## src/rtl/progseq_pkg.sv

```systemverilog
package progseq_pkg;
  typedef enum logic [2:0] {
    MODE_IDLE,
    MODE_PGM_CODE,
    MODE_VERIFY,
    MODE_PGM_KEY,
    MODE_SIG,
    MODE_LOCK1,
    MODE_LOCK2,
    MODE_LOCK3
  } modeT;

  localparam int LOCK_N = 3;

  typedef struct packed {
    logic              codeWr;
    logic              keyWr;
    logic [LOCK_N-1:0] lockWr;
    logic              verifyRd;
    logic              sigRd;
  } strobeT;
endpackage

```

## src/rtl/progModeCtrl.sv

```systemverilog
module progModeCtrl
  import progseq_pkg::*;
#(
  parameter int ADDR_W = 13,
  parameter int KEY_AW = 6
) (
  input  logic                    clk,
  input  logic                    rstN,
  input  logic                    pinRst,
  input  logic                    pinPsen,
  input  logic [4:0]              ctrlPins,
  input  logic                    progN,
  input  logic                    vppOn,
  input  logic [LOCK_N-1:0]       lockLvl,
  input  logic [ADDR_W-1:0]       addr,
  output strobeT                  stb
);
  modeT mode;
  logic progPrev;
  logic pgmEdge;
  logic unlocked;
  logic keyInRange;

  // Pin-level decode of the set-up mode
  always_comb begin
    mode = MODE_IDLE;
    if (pinRst && !pinPsen) begin
      case (ctrlPins)
        5'b01111: mode = MODE_PGM_CODE;
        5'b00111: mode = MODE_VERIFY;
        5'b01101: mode = MODE_PGM_KEY;
        5'b00000: mode = MODE_SIG;
        5'b11111: mode = MODE_LOCK1;
        5'b11100: mode = MODE_LOCK2;
        5'b10110: mode = MODE_LOCK3;
        default:  mode = MODE_IDLE;
      endcase
    end
  end

  // Strobe history for falling-edge detection
  always_ff @(posedge clk or negedge rstN) begin
    if (!rstN) progPrev <= 1'b1;
    else       progPrev <= progN;
  end

  assign pgmEdge    = progPrev && !progN && vppOn;
  assign unlocked   = (lockLvl == '0);
  assign keyInRange = (addr[ADDR_W-1:KEY_AW] == '0);

  always_comb begin
    stb           = '0;
    stb.codeWr    = pgmEdge && unlocked && (mode == MODE_PGM_CODE);
    stb.keyWr     = pgmEdge && unlocked && keyInRange && (mode == MODE_PGM_KEY);
    stb.lockWr[0] = pgmEdge && (mode == MODE_LOCK1);
    stb.lockWr[1] = pgmEdge && (mode == MODE_LOCK2);
    stb.lockWr[2] = pgmEdge && (mode == MODE_LOCK3);
    stb.verifyRd  = (mode == MODE_VERIFY) && !lockLvl[1] && !lockLvl[2];
    stb.sigRd     = (mode == MODE_SIG);
  end
endmodule

```

## src/rtl/progModeDp.sv

```systemverilog
module progModeDp
  import progseq_pkg::*;
#(
  parameter int          ADDR_W    = 13,
  parameter int          DATA_W    = 8,
  parameter int          KEY_AW    = 6,
  parameter logic [7:0]  PART_CODE = 8'hAD
) (
  input  logic                 clk,
  input  logic                 rstN,
  input  strobeT               stb,
  input  logic [ADDR_W-1:0]    addr,
  input  logic [DATA_W-1:0]    dataIn,
  input  logic [DATA_W-1:0]    codeRd,
  input  logic [DATA_W-1:0]    keyRd,
  output logic [KEY_AW-1:0]    keyRdAddr,
  output logic                 codeWe,
  output logic                 keyWe,
  output logic [LOCK_N-1:0]    lockWe,
  output logic [ADDR_W-1:0]    wrAddr,
  output logic [DATA_W-1:0]    wrData,
  output logic [DATA_W-1:0]    dataOut,
  output logic                 dataOe
);
  localparam logic [ADDR_W-1:0] SIG_MFR  = ADDR_W'(12'h030);
  localparam logic [ADDR_W-1:0] SIG_FAM  = ADDR_W'(12'h031);
  localparam logic [ADDR_W-1:0] SIG_PART = ADDR_W'(12'h060);
  localparam logic [ADDR_W-1:0] SIG_REV  = ADDR_W'(12'h061);

  logic [DATA_W-1:0] sigByte;
  logic [DATA_W-1:0] rdByte;
  logic              anyWr;
  logic              anyRd;

  assign keyRdAddr = addr[KEY_AW-1:0];

  always_comb begin
    case (addr)
      SIG_MFR:  sigByte = DATA_W'(8'h58);
      SIG_FAM:  sigByte = DATA_W'(8'h57);
      SIG_PART: sigByte = DATA_W'(PART_CODE);
      SIG_REV:  sigByte = '1;
      default:  sigByte = '1;
    endcase
  end

  assign rdByte = stb.sigRd ? sigByte : ~(codeRd ^ keyRd);
  assign anyWr  = stb.codeWr || stb.keyWr || (|stb.lockWr);
  assign anyRd  = stb.verifyRd || stb.sigRd;

  always_ff @(posedge clk or negedge rstN) begin
    if (!rstN) begin
      codeWe  <= 1'b0;
      keyWe   <= 1'b0;
      lockWe  <= '0;
      wrAddr  <= '0;
      wrData  <= '0;
      dataOut <= '0;
      dataOe  <= 1'b0;
    end else begin
      codeWe  <= stb.codeWr;
      keyWe   <= stb.keyWr;
      lockWe  <= stb.lockWr;
      if (anyWr) begin
        wrAddr <= addr;
        wrData <= dataIn;
      end
      dataOe  <= anyRd;
      dataOut <= anyRd ? rdByte : '0;
    end
  end
endmodule

```

## src/rtl/progModeSeq.sv

```systemverilog
module progModeSeq
  import progseq_pkg::*;
#(
  parameter int          ADDR_W    = 13,
  parameter int          DATA_W    = 8,
  parameter int          KEY_AW    = 6,
  parameter logic [7:0]  PART_CODE = 8'hAD
) (
  input  logic                 clk,
  input  logic                 rstN,
  input  logic                 pinRst,
  input  logic                 pinPsen,
  input  logic [4:0]           ctrlPins,
  input  logic                 progN,
  input  logic                 vppOn,
  input  logic [2:0]           lockLvl,
  input  logic [ADDR_W-1:0]    addr,
  input  logic [DATA_W-1:0]    dataIn,
  input  logic [DATA_W-1:0]    codeRd,
  input  logic [DATA_W-1:0]    keyRd,
  output logic [KEY_AW-1:0]    keyRdAddr,
  output logic                 codeWe,
  output logic                 keyWe,
  output logic [2:0]           lockWe,
  output logic [ADDR_W-1:0]    wrAddr,
  output logic [DATA_W-1:0]    wrData,
  output logic [DATA_W-1:0]    dataOut,
  output logic                 dataOe
);
  strobeT stb;

  progModeCtrl #(.ADDR_W(ADDR_W), .KEY_AW(KEY_AW)) u_ctrl (
    .clk(clk), .rstN(rstN), .pinRst(pinRst), .pinPsen(pinPsen),
    .ctrlPins(ctrlPins), .progN(progN), .vppOn(vppOn),
    .lockLvl(lockLvl), .addr(addr), .stb(stb)
  );

  progModeDp #(.ADDR_W(ADDR_W), .DATA_W(DATA_W), .KEY_AW(KEY_AW),
               .PART_CODE(PART_CODE)) u_dp (
    .clk(clk), .rstN(rstN), .stb(stb), .addr(addr), .dataIn(dataIn),
    .codeRd(codeRd), .keyRd(keyRd), .keyRdAddr(keyRdAddr),
    .codeWe(codeWe), .keyWe(keyWe), .lockWe(lockWe),
    .wrAddr(wrAddr), .wrData(wrData), .dataOut(dataOut), .dataOe(dataOe)
  );
endmodule

```

## config.mk

```make
export PLATFORM = sky130hd
export DESIGN_NAME = progModeSeq
export DESIGN_NICKNAME = d
export VERILOG_FILES = /design/src/rtl/progseq_pkg.sv /design/src/rtl/progModeCtrl.sv /design/src/rtl/progModeDp.sv /design/src/rtl/progModeSeq.sv
export SDC_FILE = /design/constraint.sdc
export NUM_CORES = 1
export LEC_CHECK = 0
export ABC_AREA = 1
export BUFFER_PORTS_ARGS = -buffer_cell sky130_fd_sc_hd__buf_2
export CELL_PAD_IN_SITES_DETAIL_PLACEMENT = 1
export CELL_PAD_IN_SITES_GLOBAL_PLACEMENT = 2
export CORE_MARGIN = 5
export CORE_UTILIZATION = 26
export DETAILED_ROUTE_END_ITERATION = 16
export GPL_ROUTABILITY_DRIVEN = 1
export PLACE_DENSITY_LB_ADDON = 0.12
export SLEW_MARGIN = 20
export SYNTH_ARGS = -nofsm -noshare
export SYNTH_HDL_FRONTEND = slang
export SYNTH_SLANG_ARGS = --single-unit
export TNS_END_PERCENT = 50
```

## constraint.sdc

```tcl
create_clock -name clk -period 1.8 [get_ports clk]
set_input_delay 0.18 -clock clk [delete_from_list [all_inputs] [get_ports clk]]
set_output_delay 0.18 -clock clk [all_outputs]
set_load 0.02 [all_outputs]
```

# Yosys cells after proc, flatten, opt, wreduce, memory -nomap -nowiden
# Cells that the tools add are included.
[classes]
n_shift = 0
n_lt_le_gt_ge = 0
n_reduce_logical = 23
bitwise_logic = 2
n_div = 0
n_mux = 5
eq_ne = 16
n_addsub = 0
mul = 0
[ops]
columns = ["cell", "count"]
rows = [
  ["equality test 13 x 6 -> 1 bit (second input constant)", 2],
  ["one-hot mux 8 bit (3 select lines)", 1],
  ["one-hot mux 3 bit (7 select lines)", 1],
  ["two-way mux 8 bit", 2],
  ["equality test 5 bit (second input constant)", 3],
  ["equality test 13 x 7 -> 1 bit (second input constant)", 1],
  ["equality test 3 bit (second input constant)", 4],
  ["logical AND 1 bit", 12],
  ["equality test 5 x 4 -> 1 bit (second input constant)", 2],
  ["inverter 8 bit", 1],
  ["XOR 8 bit", 1],
  ["zero test 7 bit", 1],
  ["equality test 3 x 2 -> 1 bit (second input constant)", 2],
  ["equality test 5 x 3 -> 1 bit (second input constant)", 1],
  ["zero test 5 bit", 1],
  ["zero test 1 bit", 4],
  ["equality test 3 x 1 -> 1 bit (second input constant)", 1],
  ["zero test 3 bit", 1],
  ["logical OR 1 bit", 3],
  ["two-way mux 3 bit", 1],
  ["OR reduction 3 bit", 1],
]
[word_totals]
latchBits = 0
mem_bits_ro = 0
regBits = 36
word_cells = 54
out_inout_bits = 41
input_bits = 51
mem_count = 0
mem_bits_rw = 0

# Longest topological paths before layout
# Gate-level depths: netlist of run 1.
[depth]
word_depth = 8
depth_mapped = 13
depth_no_buf = 12

# Modules after synthesis
# From an unflattened synthesis of run 1, not the netlist that was laid out.
[unflattened]
cells_unflattened = 202
area_unflattened_um2 = 1820.5
[modules_own_cells]
columns = ["mod", "cells_each", "area_per_inst_um2", "n_inst", "seq_area_each_um2"]
rows = [
  ["progModeDp", 140, 1485.2, 1, 875.8],
  ["progModeCtrl", 62, 335.3, 1, 26.3],
]

# Least setup slack after synthesis of run 1
# Ideal clock, no wire load.
[synth_path]
kind = "reg2reg"
from = "reg u_ctrl.progPrev"
to = "reg u_dp.wrAddr[0]"
arrival_ns = 1.384
required_ns = 1.683
path_stages_with_launch = 9
period_less_slack_ns = 1.502
setup_time_ns = 0.117
n_path_buf = 1
setup_slack_ns = 0.298
path_cell_list = "dfstp_2 -> nand3b_1 -> nor2_1 -> nand2_1 -> nor2_1 -> nand3_4 -> buf_2 -> nand4_1 -> nand2_1"
[synth_between]
elab_chain_cells = 7
elab_cells_between_ends = 12
cone_classes = "12 x reduce/logical"
[synth_rtl]
columns = ["element", "line_no", "text"]
rows = [
  ["from (decl)", "progModeCtrl.sv:19", "logic progPrev;"],
  ["from (signal assigned)", "progModeCtrl.sv:44", "else progPrev <= progN;"],
  ["logical AND 1 bit (*) (2 in a row)", "progModeCtrl.sv:47", "assign pgmEdge = progPrev && !progN && vppOn;"],
  ["logical AND 1 bit", "progModeCtrl.sv:53, progModeCtrl.sv:54", ""],
  ["logical AND 1 bit (2 in a row)", "progModeCtrl.sv:54", "stb.keyWr = pgmEdge && unlocked && keyInRange && (mode == MODE_PGM_KEY);"],
  ["logical OR 1 bit", "progModeDp.sv:48", "assign anyWr = stb.codeWr || stb.keyWr || (|stb.lockWr);"],
  ["logical OR 1 bit (*)", "progModeDp.sv:48", ""],
  ["to (signal assigned)", "progModeDp.sv:65", "wrAddr <= addr;"],
  ["to (decl)", "progModeDp.sv:20", "output logic [ADDR_W-1:0] wrAddr,"],
]
# Every way passes the cells marked *; elsewhere a longest branch is shown, timed or not.
# A chain may end at the register's enable or synchronous reset.

# Worst setup path after layout of run 1
[layout_path]
from = "in progN"
to = "reg u_dp.wrAddr[8]"
[layout_between]
elab_chain_cells = 8
elab_cells_between_ends = 13
cone_classes = "13 x reduce/logical"
[layout_rtl]
columns = ["element", "line_no", "text"]
rows = [
  ["from (decl)", "progModeSeq.sv:14", "input logic progN,"],
  ["zero test 1 bit (*)", "progModeCtrl.sv:47", ""],
  ["logical AND 1 bit (*) (2 in a row)", "progModeCtrl.sv:47", ""],
  ["logical AND 1 bit", "progModeCtrl.sv:53, progModeCtrl.sv:54", ""],
  ["logical AND 1 bit (2 in a row)", "progModeCtrl.sv:54", ""],
  ["logical OR 1 bit", "progModeDp.sv:48", ""],
  ["logical OR 1 bit (*)", "progModeDp.sv:48", ""],
]
# Marked as above.

==> results of run 1 <==
==> worst max-delay path, stage by stage <==
cell	delay, ps
dlygate4sd3_1	540
buf_2	130
nand3b_1	160
nor2_1	100
nand2_1	100
inv_1	100
nand3_2	150
nand3_2	320
nand2_2	70
nand2_1	60
==> worst min path at each step <==
stage | start | endpoint | cells after the start | slack (ps)
final | dataIn[1] | u_dp.wrData[1]$_DFFE_PN0P_ | 3 | 90
after global placement | rstN | u_dp.wrData[4]$_DFFE_PN0P_ | 2 | 260
after detailed placement | rstN | u_dp.wrData[2]$_DFFE_PN0P_ | 2 | 260
after floorplan | rstN | u_dp.codeWe$_DFF_PN0_ | 0 | -120
after CTS | dataIn[1] | u_dp.wrData[1]$_DFFE_PN0P_ | 3 | 90
after global routing | dataIn[0] | u_dp.wrData[0]$_DFFE_PN0P_ | 3 | 90
==> routing by layer <==
metal	part of all wire, %	track usage, %	wire length (µm)
met4	0.99	2.88	59
met5	0	0	0
met1	44	14.9	2640
met2	50	22.9	2970
met3	5.2	2.93	310
==> cells by family (layout without fill, tap and decap cells) <==
| family | count (synthesis) | count (layout) |
|---|---|---|
| XOR/XNOR | 8 | 8 |
| buffers and inverters | 36 | 130 |
| flip-flops | 36 | 36 |
| AO/OA/AOI/OAI | 8 | 8 |
| AND/OR/NAND/NOR | 147 | 148 |
==> per-stage QoR <==
step | instances | hold WS [ps] | power (mW)
floorplan | 235 | -116 | 1.00
global route | 432 | 93.5 | 1.81
CTS | 431 | 88.4 | 1.75
finish | 432 | 94.1 | 1.71
global placement | 421 | 265 | 1.14
detailed placement | 421 | 260 | 1.14
==> power breakdown <==
part	total (mW)	internal [mW]	switching (mW)
Combinational	0.279	0.111	0.168
Clock	0.584	0.312	0.272
Sequential	0.843	0.833	0.0100
==> repair_timing <==
| action | CTS | global route |
|---|---|---|
| hold buffers | 2 | 0 |
| gates resized for setup | 0 | 3 |
| endpoints found under the hold margin | 36 | 0 |
| setup endpoints to repair | 0 | 21 |
==> placed cells by master (no fill, tap or decap), drive strengths merged <==
cell type	netlist	routed
buf	14	98
nand2	75	75
dfrtp	35	35
nor2	32	32
nand4	24	24
inv	22	22
nand3	9	10
clkbuf	0	8
o21ai	7	7
xor2	5	5
xnor2	3	3
nor3	3	3
or2	2	2
dlygate4sd3	0	2
nand3b	1	1
o22ai	1	1
nor3b	1	1
dfstp	1	1
==> flip-flops by register name, summed over array words and instances (netlist names) <==
signal           flops
u_dp.dataOut         8
u_dp.wrAddr         13
u_dp.lockWe          3
u_dp.keyWe           1
u_dp.dataOe          1
u_dp.codeWe          1
u_ctrl.progPrev      1
u_dp.wrData          8
==> area by class of cell <==
| class | instances | area share (%) |
|---|---|---|
| clock buffers | 8 | 3.38 |
| multi-input cells | 164 | 34.8 |
| repair buffers | 100 | 20.1 |
| inverters | 22 | 3.10 |
| flip-flops and latches | 36 | 33.9 |
| well taps | 102 | 4.79 |
==> flow_summary.yaml, run 1 <==
clock_network:
  cts_tree: "yes"
  htreeDepth: 2
  clock_path_buffers: 2
  cts_root_buf: "clkbuf_8"
  cts.sinks: 36
  clk_pin_slew_worst_paths_ps: 70
  cts_setup_buffers: 0
  cts_buffers: 5
  clk_latency_ps: 280
detailed_routing:
  wl_um: 5980
  via_per_inst: 4.31
  ant_nets: 0
  drc: 0
  vias: 1864
  first_iter_violations: 31
  wire_per_inst_um: 13.8
  dr.pass1.iters: 3
cells_and_area:
  nFillCells: 950
  layout.nets: 380
  finalInstanceArea_um2: 2660
  utilization_pct: 34.8
  multi_input_area_um2: 926
  register_area_um2: 902
  drive_gt1_share_pct: 44.8
  antenna_cells: 0
  syn2layout_area_growth_pct: 32.3
yosys:
  synth_simple_gate_area_share_pct: 38.8
  ys.flop_type: "dfrtp_1"
  synth_edf_count: 0
  avgSynthCellArea_um2: 8.57
  synthMuxAreaShare_pct: 0
  ys.warnings.count: 0
  synth_fa_ha_area_share_pct: 0
  syn_area_um2: 2010
  synth_area_leaders: "dfrtp_1, nand2_1, nand4_1"
  yosysMostFrequentCell: "nand2_1"
  async_flop_share_pct: 100
  netlist_instances: 235
  yosysSeqAreaShare_pct: 44.8
  synthTopCellsByCount: "nand2_1, dfrtp_1, nor2_1"
  synth_top_area_share_pct: 43.5
  synthDistinctLibCells: 29
  synth-xor-area-share_pct: 3.48
  synth_area_leader_cell: "dfrtp_1"
  syn_nets: 286
  synth_top_family_by_area: "simple AND/OR/NAND/NOR gates"
  synth_compound_area_share_pct: 3.11
  ys_seq_elements: 36
global_routing:
  antenna_found_initial: 0
  grt_pass1_vias: 2087
  grt_pass1_wl_um: 9920
  grt_max_degree: 37
  grt_usage_pct: 12.6
  overflow: 0
floorplanning:
  start_util_pct: 26.3
  row_count: 32
  ios: 92
  die_y_um: 98.0
  die_x_um: 98.0
  core_um2: 7650
  die_area_um2: 9600
placed_design:
  hpwl_um: 4380
  numPortBuffers: 91
  pre_cts_ws_ps: 68.8
  globalplace.congestion: 0.739
  dpl_cell_area_um2: 2530
setup_path:
  r2r_setup_slack_ps: 220
  r2r-end: "u_dp.wrAddr[8]$_DFFE_PN0P_"
  critPathMaxFanout: 10
  crit_path_end_kind: "flip-flop"
  worstSetupPathType: "input pin to flip-flop"
  cp_data_required_time_ps: 2020
  timing.rr.start: "u_ctrl.progPrev$_DFF_PN1_"
  critPathArrivalTime_ps: 1920
  worstRegToRegCells: 8
  crit_start: "progN"
  crit_path_end: "u_dp.wrAddr[8]$_DFFE_PN0P_"
  cp-start-kind: "input pin"
timing:
  drv_slew: 0
  skew_ps: 4.29
  post-route-period-util_pct: 94.8
  fin_crit_ps: 1710
  finalHoldViolCount: 0
  setup_violations: 0
  tightest_slew_ps: 484
  setup_ws_ps: 93.8
  rsz0062_at_grt: "yes"
  clock.fmax_mhz: 586
  max_slew_margin_pct: 67.7
  fin_setup_tns_ps: 0
outcome:
  status: "finished, final reports clean"
power:
  p_leak_nw: 1.57
  pwr_density_cell_nw_per_um2: 640
  ir_drop_mv: 0.231
worst_hold_path:
  hold_path_class: "input pin to flip-flop"
run:
  maxCapViolCount: 0
(Power assumes the default switching activity.)
==> run 2, diff against run 1 <==
--- a/config.mk
+++ b/config.mk
@@ -10,12 +10,13 @@
 export CELL_PAD_IN_SITES_DETAIL_PLACEMENT = 1
 export CELL_PAD_IN_SITES_GLOBAL_PLACEMENT = 2
 export CORE_MARGIN = 5
-export CORE_UTILIZATION = 26
+export CORE_UTILIZATION = 25
 export DETAILED_ROUTE_END_ITERATION = 16
 export GPL_ROUTABILITY_DRIVEN = 1
 export PLACE_DENSITY_LB_ADDON = 0.12
 export SLEW_MARGIN = 20
 export SYNTH_ARGS = -nofsm -noshare
 export SYNTH_HDL_FRONTEND = slang
+export SYNTH_HIERARCHICAL = 1
 export SYNTH_SLANG_ARGS = --single-unit
 export TNS_END_PERCENT = 50
==> flow_summary.yaml, run 2 <==
timing:
  skew_ps: 3.93
  setup_violations: 13
  fin_crit_ps: 1820
  clock.fmax_mhz: 548
  rsz0062_at_grt: "yes"
  tightest_slew_ps: 467
  setup_ws_ps: -24.2
  drv_slew: 0
  post-route-period-util_pct: 101
  fin_setup_tns_ps: -251
  max_slew_margin_pct: 68.9
  finalHoldViolCount: 0
global_routing:
  grt_usage_pct: 11.3
  antenna_found_initial: 0
  grt_max_degree: 37
  grt_pass1_vias: 1746
  grt_pass1_wl_um: 8120
  overflow: 0
floorplanning:
  die_x_um: 95.3
  start_util_pct: 25.4
  ios: 92
  die_y_um: 95.3
  row_count: 31
  die_area_um2: 9090
  core_um2: 7180
yosys:
  ys.warnings.count: 6
  ys.flop_type: "dfrtp_1"
  async_flop_share_pct: 100
  syn_nets: 253
  yosysMostFrequentCell: "nor2_1"
  synthTopCellsByCount: "nor2_1, dfrtp_1, nand2_1"
  synthDistinctLibCells: 26
  yosysSeqAreaShare_pct: 49.6
  synth_area_leader_cell: "dfrtp_1"
  ys_seq_elements: 36
  syn_area_um2: 1820
  netlist_instances: 202
  avgSynthCellArea_um2: 9.01
  synth_top_area_share_pct: 48.1
  synth_area_leaders: "dfrtp_1, nor2_1, mux2_4"
  synth_edf_count: 0
setup_path:
  worstSetupPathType: "flip-flop to flip-flop"
  crit_start: "u_ctrl/progPrev$_DFF_PN1_"
  critPathMaxFanout: 5
  crit_path_end_kind: "flip-flop"
  timing.rr.start: "u_ctrl/progPrev$_DFF_PN1_"
  r2r_setup_slack_ps: -20
  crit_path_end: "u_dp/wrData[6]$_DFFE_PN0P_"
  worstRegToRegCells: 8
  cp-start-kind: "flip-flop"
  r2r-end: "u_dp/wrData[6]$_DFFE_PN0P_"
  cp_data_required_time_ps: 1970
  critPathArrivalTime_ps: 1990
placed_design:
  hpwl_um: 4100
  globalplace.congestion: 0.742
  pre_cts_ws_ps: -124
  numPortBuffers: 91
clock_network:
  cts.sinks: 36
  cts_root_buf: "clkbuf_8"
  cts_buffers: 5
  clk_pin_slew_worst_paths_ps: 70
  clock_path_buffers: 2
  clk_latency_ps: 270
  htreeDepth: 2
  cts_tree: "yes"
power:
  ir_drop_mv: 0.213
  p_leak_nw: 1.52
  pwr_density_cell_nw_per_um2: 616
worst_hold_path:
  worstHoldPathCells: 2
  hold_path_class: "input pin to flip-flop"
  hold_start: "dataIn[0]"
cells_and_area:
  final_cell_mix: "buf_2, dfrtp_1, nor2_1"
  syn2layout_area_growth_pct: 49.7
  drive_gt1_share_pct: 50.9
  mostFrequentLayoutCell: "buf_2"
  nFillCells: 860
  antenna_cells: 0
  largest_reg_flops: 13
  layout.nets: 369
  largest_register: "u_dp/wrAddr"
  top_regs: "u_dp/wrAddr: 13 flops, u_dp/dataOut: 8 flops, u_dp/wrData: 8 flops"
detailed_routing:
  drc: 0
  first_iter_violations: 19
  wire_per_inst_um: 12.3
  via_per_inst: 4.10
  ant_nets: 0
  wl_um: 5120
  vias: 1711
  dr.pass1.iters: 4
outcome:
  status: "finished with violations"
  violations: "negative setup slack"
run:
  maxCapViolCount: 0
run 2: cells by family (layout without fill, tap and decap cells):
kind of cell           count (synthesis)  in the layout  share of synthesized area [%]
muxes                                 15             15                           10.9
DFF                                   36             36                           49.6
AOI/OAI and AO/OA                     25             25                           6.87
buffers and inverters                 26            142                           7.01
and+or+nand+nor                      100            100                           25.6
run 2: critical path: stages (launching register included):
cell and delay, ps:
dfstp_2 520, nand3b_1 100, nor4_2 180, nand2_2 140, nor2_4 150, nor2_4 50, nand2_4 100, clkbuf_16 160
mux2_4 290
run 2: power breakdown:
part           switching [mW]  internal [mW]  leakage, nW
combinational           0.170          0.129        0.982
clock                   0.268          0.263       0.0410
sequential             0.0132          0.837        0.496
run 2: per-stage QoR:
stage               instances  power, mW  cell area (µm²)  util, %  hold slack [ps]
finish                    417       1.68             2730     38.0              127
global route              417       1.78             2730     38.0              116
CTS                       412       1.72             2620     36.5              115
detailed placement        403       1.16             2510     35.0              266
global placement          403       1.16             2510     35.0              262
floorplan                 202       1.01             1830        -             -116
run 2: cell type report:
type / count / area (µm²) / area share [%]
Clock buffer: 6 / 72.6 / 2.66
Clock inverter: 1 / 5.00 / 0.184
Inverter: 18 / 67.6 / 2.48
Multi-Input combinational cell: 140 / 848 / 31.1
Sequential cell: 36 / 902 / 33.1
Tap cell: 99 / 124 / 4.55
Timing Repair Buffer: 117 / 706 / 25.9
run 2: worst min path at each step:
| stage | slack [ps] | to |
|---|---|---|
| global route | 120 | u_dp/wrData[6]$_DFFE_PN0P_ |
| floorplan | -120 | u_dp/codeWe$_DFF_PN0_ |
| global placement | 260 | u_dp/wrData[1]$_DFFE_PN0P_ |
| CTS | 110 | u_dp/wrData[0]$_DFFE_PN0P_ |
| finish | 130 | u_dp/wrData[0]$_DFFE_PN0P_ |
| detailed placement | 270 | u_dp/wrData[1]$_DFFE_PN0P_ |
run 2: timing repair:
action                                 4_1_cts  5_1_grt
cloned                                       0        1
pin swaps                                    0        2
buffers inserted                             0        4
setup endpoints to repair                   15       18
resized for setup                            4       13
endpoints found under the hold margin       36        0
hold buffers                                 2        0
run 2: layer usage:
metal / up-vias / global-route usage [%] / share of wire, %
li1: 880 / - / -
met1: 774 / 14.7 / 44
met5: - / 0 / 0
met4: 0 / 2.88 / 0.82
met2: 52 / 18.0 / 48
met3: 5 / 3.87 / 7.9
==> run 3, diff against run 2 <==
--- a/config.mk
+++ b/config.mk
@@ -6,14 +6,15 @@
 export NUM_CORES = 1
 export LEC_CHECK = 0
 export ABC_AREA = 1
-export BUFFER_PORTS_ARGS = -buffer_cell sky130_fd_sc_hd__buf_2
 export CELL_PAD_IN_SITES_DETAIL_PLACEMENT = 1
 export CELL_PAD_IN_SITES_GLOBAL_PLACEMENT = 2
 export CORE_MARGIN = 5
-export CORE_UTILIZATION = 25
+export CORE_UTILIZATION = 34
 export DETAILED_ROUTE_END_ITERATION = 16
+export DONT_BUFFER_PORTS = 1
 export GPL_ROUTABILITY_DRIVEN = 1
 export PLACE_DENSITY_LB_ADDON = 0.12
+export REMOVE_ABC_BUFFERS = 1
 export SLEW_MARGIN = 20
 export SYNTH_ARGS = -nofsm -noshare
 export SYNTH_HDL_FRONTEND = slang
==> flow_summary.yaml, run 3 (synthesis results as in run 2) <==
setup_path:
  critPathMaxFanout: 5
  cp.depth: 8
  r2r_setup_slack_ps: -20
  crit_slowest_cell: "dfstp_2"
  crit_path_end_kind: "flip-flop"
  crit_path_end: "u_dp/wrData[4]$_DFFE_PN0P_"
  worstSetupPathType: "flip-flop to flip-flop"
  worstRegToRegCells: 8
  critPathArrivalTime_ps: 1980
  r2r-end: "u_dp/wrData[4]$_DFFE_PN0P_"
  cp-start-kind: "flip-flop"
  timing.critical_path.buf_inv: 1
  path_cells: "nand3b_1, nor4_2, nand2_2, nor2_4, nor2_2, nand2_4, clkbuf_16, mux2_4"
  cp_top_family: "simple AND/OR/NAND/NOR gates"
  crit_start: "u_ctrl/progPrev$_DFF_PN1_"
  cpPeakStageDelay_ps: 510
  cp_data_required_time_ps: 1960
  timing.rr.start: "u_ctrl/progPrev$_DFF_PN1_"
power:
  p_sw_share_pct: 24.2
  combPwrFrac_pct: 8.5
  power_mw: 1.63
  seq_power_share_pct: 54.5
  p_leak_nw: 1.09
  intPower_mw: 1.24
  ir_drop_mv: 0.391
  p_sw_mw: 0.395
  pwr_density_cell_nw_per_um2: 737
  power_frac_clock_pct: 37.0
timing:
  clock.fmax_mhz: 550
  post-route-period-util_pct: 101
  setup_ws_ps: -16.8
  setup_violations: 7
  fin_crit_ps: 1820
  skew_ps: 3.75
  max_slew_margin_pct: 75.2
  finalHoldViolCount: 0
  rsz0062_at_grt: "yes"
  tightest_slew_ps: 371
  drv_slew: 0
global_routing:
  gr-max-usage-layer: "met2"
  use_met1_pct: 14.2
  grt_util_met3_pct: 6.44
  grt_max_degree: 37
  overflow: 0
  grt_pass1_vias: 1500
  antenna_found_initial: 0
  grt_usage_pct: 13.5
  grt_pass1_wl_um: 7540
  use_met2_pct: 24.3
cells_and_area:
  layout.nets: 270
  final_cell_mix: "nor2_1, dfrtp_1, nand2_1"
  antenna_cells: 0
  final_cell_count_no_fill: 289
  syn2layout_area_growth_pct: 21.8
  largest_register: "u_dp/wrAddr"
  drive_gt1_share_pct: 28.3
  finalInstanceArea_um2: 2220
  top_regs: "u_dp/wrAddr: 13 flops, u_dp/dataOut: 8 flops, u_dp/wrData: 8 flops"
  largest_reg_flops: 13
floorplanning:
  die_area_um2: 6920
  row_count: 26
  core_um2: 5140
  die_x_um: 83.2
  ios: 92
  start_util_pct: 35.4
  die_y_um: 83.2
clock_network:
  cts_tree: "yes"
  cts_root_buf: "clkbuf_8"
  cts_buffers: 5
  clk_pin_slew_worst_paths_ps: 70
  clk_latency_ps: 280
  cts.sinks: 36
  clock_path_buffers: 2
  htreeDepth: 2
detailed_routing:
  first_iter_violations: 26
  vias: 1425
  drc: 0
  ant_nets: 0
  dr.pass1.iters: 4
  via_per_inst: 4.93
  wl_um: 4830
  wire_per_inst_um: 16.7
worst_hold_path:
  hold_path_class: "input pin to flip-flop"
  hold_start: "addr[1]"
placed_design:
  globalplace.congestion: 0.756
  dpl_cell_area_um2: 1930
  numPortBuffers: 0
  placedCellCount: 272
  pre_cts_ws_ps: -85.2
  hpwl_um: 3700
outcome:
  status: "finished with violations"
  violations: "negative setup slack"
run:
  maxCapViolCount: 0
[run 3: cell count changes in the layout (fill, tap and decap cells not counted), moves of 2 or more]
cell      delta
buf_6        -2
buf_2       -91
buf_4        -8
nor2_1       +2
clkbuf_8     +2
[run 3: worst min path at each step]
stage          cells after the start                    endpoint  slack [ps]
6_report                           1  u_dp/wrAddr[1]$_DFFE_PN0P_          50
4_1_cts                            1  u_dp/wrAddr[3]$_DFFE_PN0P_          30
3_5_place_dp                       0  u_dp/wrData[2]$_DFFE_PN0P_        -110
5_1_grt                            1  u_dp/wrData[2]$_DFFE_PN0P_          30
3_3_place_gp                       0  u_dp/wrData[5]$_DFFE_PN0P_        -110
2_1_floorplan                      0       u_dp/codeWe$_DFF_PN0_        -120
[run 3: area by class of cell]
class	count	area (µm²)
timing repair buffer	18	213
multi-input combinational	140	851
clock buffer	7	96.3
inverter	18	67.6
sequential	36	902
tap	70	87.6
fill	629	2920
[run 3: through the flow]
step	setup TNS, ps	utilization [%]	hold WS [ps]
finish	-55.0	43.1	45.3
global route	-1690	43.1	25.8
CTS	-20.9	41.6	34.1
detailed placement	-1070	37.6	-115
global placement	-448	37.6	-115
floorplan	-1630	-	-116
[run 3: repair_timing]
item | 4_1_cts | 5_1_grt
resized for setup | 11 | 4
hold endpoints to repair | 37 | 0
endpoints found under the setup margin | 15 | 19
hold buffers | 3 | 0
setup buffers | 3 | 2
cloned | 0 | 2
[run 3: routing by layer]
metal,vias up,share of wire [%]
li1,686,-
met1,683,36
met2,52,54
met3,4,9.3
met4,0,0.58
met5,-,0
[run 3: power by group through the flow]
stage | clock network [mW] | registers, mW | logic [mW]
2_1_floorplan | 0 | 0.899 | 0.0895
3_3_place_gp | 0 | 0.906 | 0.105
3_5_place_dp | 0 | 0.907 | 0.109
4_1_cts | 0.635 | 0.892 | 0.140
5_1_grt | 0.682 | 0.893 | 0.158
6_report | 0.605 | 0.891 | 0.138
